File: src/rtl/tmr_pkg.sv
package tmr_pkg;

    localparam int TMR_WIDTH   = 8;
    localparam int TMR_PREDIV  = 4;

    // Flag state carried between the flag logic and the outputs
    typedef struct packed {
        logic ovf;
        logic idle;
        logic skip;
    } tmr_flags_t;

    localparam tmr_flags_t TMR_FLAGS_RST = '{ovf: 1'b1, idle: 1'b0, skip: 1'b0};

    // True when a counter of the given value sits at its all-ones top
    function automatic logic at_top(input logic [31:0] val, input int width);
        logic [31:0] top;
        top = (32'd1 << width) - 32'd1;
        return (val & top) == top;
    endfunction

endpackage

File: src/rtl/tmr_prescale.sv
module tmr_prescale #(
    parameter int DIV = 4
) (
    input  logic clk,
    input  logic rst,
    input  logic cyc_tick,
    output logic adv
);
    generate
        if (DIV <= 1) begin : g_direct
            assign adv = cyc_tick;
        end else begin : g_div
            localparam int PW = $clog2(DIV);
            localparam logic [PW-1:0] LAST = PW'(DIV - 1);
            logic [PW-1:0] phase;

            assign adv = cyc_tick && (phase == LAST);

            always_ff @(posedge clk) begin
                if (rst) begin
                    phase <= '0;
                end else if (cyc_tick) begin
                    phase <= (phase == LAST) ? '0 : phase + 1'b1;
                end
            end
        end
    endgenerate
endmodule

File: src/rtl/tmr_count.sv
module tmr_count #(
    parameter int W = 8
) (
    input  logic         clk,
    input  logic         rst,
    input  logic         adv,
    output logic [W-1:0] count,
    output logic         wrap
);
    import tmr_pkg::*;

    assign wrap = adv && at_top(32'(count), W);

    always_ff @(posedge clk) begin
        if (rst) begin
            count <= '0;
        end else if (adv) begin
            count <= count + 1'b1;
        end
    end
endmodule

File: src/rtl/tmr_flags.sv
module tmr_flags (
    input  logic              clk,
    input  logic              rst,
    input  logic              wrap,
    input  logic              test_req,
    input  logic              idle_req,
    output tmr_pkg::tmr_flags_t st
);
    import tmr_pkg::*;

    tmr_flags_t nxt;

    always_comb begin
        nxt      = st;
        // skip follows the flag value seen by the test, not the updated one
        nxt.skip = test_req && st.ovf;
        if (wrap)               nxt.ovf = 1'b1;
        else if (test_req)      nxt.ovf = 1'b0;
        if (wrap)               nxt.idle = 1'b0;
        else if (idle_req)      nxt.idle = 1'b1;
    end

    always_ff @(posedge clk) begin
        if (rst) st <= TMR_FLAGS_RST;
        else     st <= nxt;
    end
endmodule

File: src/rtl/tmr_ovf_skip.sv
module tmr_ovf_skip #(
    parameter int WIDTH  = tmr_pkg::TMR_WIDTH,
    parameter int PREDIV = tmr_pkg::TMR_PREDIV
) (
    input  logic             clk,
    input  logic             rst,
    input  logic             cyc_tick,
    input  logic             test_req,
    input  logic             idle_req,
    output logic [WIDTH-1:0] count,
    output logic             ovf_flag,
    output logic             idle,
    output logic             skip_req
);
    import tmr_pkg::*;

    logic       adv;
    logic       wrap;
    tmr_flags_t st;

    tmr_prescale #(.DIV(PREDIV)) u_pre (
        .clk(clk), .rst(rst), .cyc_tick(cyc_tick), .adv(adv)
    );

    tmr_count #(.W(WIDTH)) u_cnt (
        .clk(clk), .rst(rst), .adv(adv), .count(count), .wrap(wrap)
    );

    tmr_flags u_flg (
        .clk(clk), .rst(rst), .wrap(wrap),
        .test_req(test_req), .idle_req(idle_req), .st(st)
    );

    assign ovf_flag = st.ovf;
    assign idle     = st.idle;
    assign skip_req = st.skip;
endmodule

File: config.mk
export PLATFORM = sky130hd
export DESIGN_NAME = tmr_ovf_skip
export DESIGN_NICKNAME = d
export VERILOG_FILES = /design/src/rtl/tmr_pkg.sv /design/src/rtl/tmr_prescale.sv /design/src/rtl/tmr_count.sv /design/src/rtl/tmr_flags.sv /design/src/rtl/tmr_ovf_skip.sv
export SDC_FILE = /design/constraint.sdc
export NUM_CORES = 1
export LEC_CHECK = 0
export ABC_AREA = 0
export BUFFER_PORTS_ARGS = -buffer_cell sky130_fd_sc_hd__buf_4
export CAP_MARGIN = 20
export CELL_PAD_IN_SITES_DETAIL_PLACEMENT = 1
export CELL_PAD_IN_SITES_GLOBAL_PLACEMENT = 1
export CORE_UTILIZATION = 34
export CTS_BUF_LIST = sky130_fd_sc_hd__clkbuf_4 sky130_fd_sc_hd__clkbuf_8
export CTS_CLUSTER_SIZE = 25
export DETAILED_ROUTE_END_ITERATION = 6
export PLACE_DENSITY = 0.78
export SYNTH_ARGS = -nofsm -noshare
export SYNTH_HDL_FRONTEND = slang
export SYNTH_SLANG_ARGS = --single-unit
File: constraint.sdc
create_clock -name clk -period 1.43 [get_ports clk]
set_input_delay 0.0715 -clock clk [delete_from_list [all_inputs] [get_ports clk]]
set_output_delay 0.0715 -clock clk [all_outputs]
set_load 0.01 [all_outputs]
---- Yosys cells after proc, flatten, opt, wreduce, memory -nomap -nowiden ----
Cells that the tools add are included.
word-level totals
  logic and storage cells ................. 14
  input bits .............................. 5
  output and inout port bits .............. 11
  flip-flop bits (word level) ............. 13
cells by class
  equal/unequal tests ..................... 2
  reduce and logical (&&, ||, !) cells .... 4
  muxes and demuxes ....................... 1
  add/sub/neg operators ................... 2
operator list
  operator             count
  $add 8x1->8 const B  1
  $eq 8x8->1 const B   1
  $logic_and 1x1->1    3
  $add 2x1->2 const B  1
  $eq 2x2->1 const B   1
  $mux 2               1
  $reduce_or 2->1      1

---- Logic depth before layout (Yosys ltp) ----
  depth in word-level cells ............... 4
  depth in mapped cells ................... 4
  gate-level depth less buffers ........... 4

---- Cells and area by module ----
A second synthesis with hierarchy kept.
second synthesis, totals
  cells, all modules ...................... 57
  area, all modules ....................... 536.8 um^2
modules (own cells, without submodules)
  module        area an instance (um^2)  cells an instance  instances
  tmr_count     354.1                    39                 1
  tmr_prescale  92.6                     9                  1
  tmr_flags     90.1                     9                  1

---- Least setup slack after synthesis ----
No wires, ideal clock.
  path kind ............................... register -> register
  from .................................... register u_pre.g_div.phase[0]
  to ...................................... register u_cnt.count[7]
  setup slack ............................. 0.041 ns
  data arrival time ....................... 1.318 ns
  cell stages (with the launch flop) ...... 5
  path buffers ............................ 0
  cell sequence ........................... dfxtp_1 ha_1 nand4_2 or4_1 a21oi_1
between the ends
  word-level cells in the longest chain between the ends .. 2
ends and longest elaborated chain
  item                    RTL line            RTL
  start, declared         tmr_prescale.sv:15  logic [PW-1:0] phase;
  start signal, assigned  tmr_prescale.sv:23  phase <= (phase == LAST) ? '0 : phase + 1'b1;
  $eq 2x2->1              tmr_prescale.sv:17  assign adv = cyc_tick && (phase == LAST);
  $logic_and 1x1->1       tmr_prescale.sv:17
  end signal, assigned    tmr_count.sv:18     count <= count + 1'b1;
  end, declared           tmr_count.sv:7      output logic [W-1:0] count,
Every way passes these cells.
A chain may end at the register's enable or synchronous reset.

---- Final worst setup path ----
Ends and elaborated chain as after synthesis.

==> results.sh <==
export IMPL_root_buffer="clkbuf_4"
export IMPL_synth_nets=69
export IMPL_setup_viol_count_final=0
export IMPL_dp_cells=96
export IMPL_hold_viol=0
export IMPL_die_h_um=42.51
export IMPL_outcome="finished clean"
export IMPL_gp_congestion=0.6151
export IMPL_ys_seq_elements=13
export IMPL_seq_area_frac_synth_pct=46.64
export IMPL_fmax_mhz=729.3
export IMPL_grt_pass1_wl_mm=2.415
export IMPL_ir_worst_vdd_v=0.0005236
export IMPL_yosysWarnings=0
export IMPL_dp_hpwl_mm=1.001
export IMPL_instances_no_fill=102
export IMPL_yosysMostFrequentCell="dfxtp_1"
export IMPL_antenna_cells=0
export IMPL_async_flop_share_pct=0
export IMPL_synth_distinct_cells=25
export IMPL_rsz0062_at_grt="no"
export IMPL_post_place_ws_ps=-43.87
export IMPL_tightest_slew_ps=223.7
export IMPL_post_synth_top_area_cell="dfxtp_1"
export IMPL_maxCapViolations=0
export IMPL_drive_above_1_share_pct=37.21
export IMPL_start_util_pct=36.62
export IMPL_first_iter_violations=4
export IMPL_routed_via_count=553
export IMPL_synth_area_um2=558.0
export IMPL_total_power_w=0.0006899
export IMPL_track_usage_pct=18.12
export IMPL_drt_first_pass_iters=3
export IMPL_rows=14
export IMPL_syn_instance_count=62
export IMPL_synth_main_ff_cell="dfxtp_1"
export IMPL_drtAntennaViolNets=0
export IMPL_hp_class="primary input to flop"
export IMPL_end_kind="flop"
export IMPL_ioPinCount=16
export IMPL_fin_crit_ps=1371
export IMPL_cts_tree="done"
export IMPL_path_class="flop to flop"
export IMPL_hold_ws_ps=62.25
export IMPL_cts_max_level=1
export IMPL_syn_avg_cell_area_um2=9.001
export IMPL_drc=0
export IMPL_p_per_area_nw_per_um2=872.5
export IMPL_leakage_nw=0.3466
export IMPL_cts_sinks=13
export IMPL_cp_required_ps=1640
export IMPL_num_nets_final=94
export IMPL_synth_edff_count=0
export IMPL_wirelength_mm=1.419
export IMPL_start_kind="flop"
export IMPL_synth_common_cells="dfxtp_1 (13), a21oi_1 (6), nor2_1 (6), nand3_1 (5)"
export IMPL_synth_area_top_cells="dfxtp_1 (47%), a21oi_1 (5.4%), ha_1 (4.5%), nand3_1 (4.5%), nor2_1 (4.0%)"
export IMPL_clock_latency_ps=270
export IMPL_die_area_um2=1807
export IMPL_cp_arrival_ps=1590
export IMPL_slew_violations=0
export IMPL_antenna_found_initial=0
export IMPL_clock_path_buffers=2
export IMPL_ff2ff_setup_slack_ps=60
export IMPL_slew_headroom_pct=85.02
export IMPL_viasPerCell=5.422
export IMPL_wire_per_inst_um=13.91
export IMPL_port_buffers=15
export IMPL_core_area_um2=1524
export IMPL_overflow=0
export IMPL_numCtsBuffers=3
export IMPL_first_global_vias=534
export IMPL_grt_max_degree=14
export IMPL_cp_max_fo=6
export IMPL_die_x_um=42.51
export IMPL_period_share_pct=95.89
export IMPL_finClkSkew_ps=2.816
export IMPL_syn2layout_area_growth_pct=41.70
export IMPL_synth_top_area_share_pct=46.64
export IMPL_fin_ws_ps=58.75
export IMPL_clk_pin_slew_worst_paths_ps=80
[worst paths after layout]
kind | startpoint | end | cells after the start
worst max-delay path | u_pre.g_div.phase[0]$_SDFFE_PP0P_ | u_cnt.count[7]$_SDFFE_PP0P_ | 4
worst min-delay path | rst | u_cnt.count[7]$_SDFFE_PP0P_ | 2
worst max register to register | u_pre.g_div.phase[0]$_SDFFE_PP0P_ | u_cnt.count[7]$_SDFFE_PP0P_ | 4
worst min register to register | u_flg.st[2]$_SDFFE_PP1P_ | u_flg.st[0]$_SDFF_PP0_ | 2
[cells by family (layout without fill, tap and decap cells)]
group | count (synthesis) | after routing | share of synthesized area, %
AO/OA/AOI/OAI | 13 | 13 | 12.78
XOR/XNOR | 2 | 2 | 3.140
adder cells (fa/ha/maj) | 2 | 2 | 4.484
buffers and inverters | 5 | 29 | 4.036
flip-flops | 13 | 13 | 46.64
multiplexers | 2 | 2 | 3.812
AND/OR/NAND/NOR | 25 | 25 | 25.11
[cells in the final DEF, fill, tap and decap left out, drive strengths merged]
| cell type | count |
|---|---|
| xor2 | 2 |
| a21oi | 6 |
| nand4 | 1 |
| or4 | 1 |
| nor3b | 1 |
| buf | 20 |
| clkbuf | 4 |
| inv | 3 |
| or3 | 3 |
| o21ai | 4 |
| mux2i | 1 |
| nor2 | 6 |
| nand2 | 4 |
| a31oi | 1 |
| dfxtp | 13 |
| nand3 | 5 |
| nor2b | 1 |
| ha | 2 |
| o31ai | 1 |
| mux2 | 1 |
| and3 | 1 |
| o21a | 1 |
| and4 | 1 |
| and2 | 1 |
| dlygate4sd3 | 2 |
[through the flow]
step                utilization (%)  setup TNS (ps)  cell area, um2
finish                        51.89               0           790.8
floorplan                         -               0           558.0
detailed placement            47.04          -55.56           716.9
global placement              47.04               0           716.9
global route                  51.89               0           790.8
CTS                           51.72               0           788.3
[power breakdown]
part | internal (W) | switching, W
clock network | 0.000127 | 0.000120
registers | 0.000373 | 0.00000861
logic | 0.0000323 | 0.0000292
[critical path: stages (launching register included)]
cell and delay [ps]:
dfxtp_2 370, ha_4 170, nand4_4 130, or4_1 490, a21oi_1 140
[metal layers]
metal / share of wire, % / vias up / track usage [%]
met1: 41 / 270 / 19.79
met5: 0 / - / 0
met4: 1.6 / 0 / 9.375
li1: - / 265 / -
met3: 3.7 / 4 / 3.879
met2: 54 / 14 / 32.31
[final cells by class]
class                   instances  area, um2
fillers                       188      733.2
multi-input cells              44      296.5
flip-flops and latches         13      262.8
repair buffers                 22      170.2
clock buffers                   4      30.03
well taps                      16      20.02
inverters                       3      11.26
[state kept, by name (all words and copies together), names as in the netlist]
| name | flops |
|---|---|
| u_cnt.count | 8 |
| u_pre.g_div.phase | 2 |
| u_flg.st | 3 |
[what timing repair did]
item,CTS,global route
hold buffers,2,0
hold endpoints to repair,2,0
resized for setup,3,2
buffers inserted,0,0
setup endpoints to repair,3,3
No activity file was read; power rests on OpenSTA's default activity.
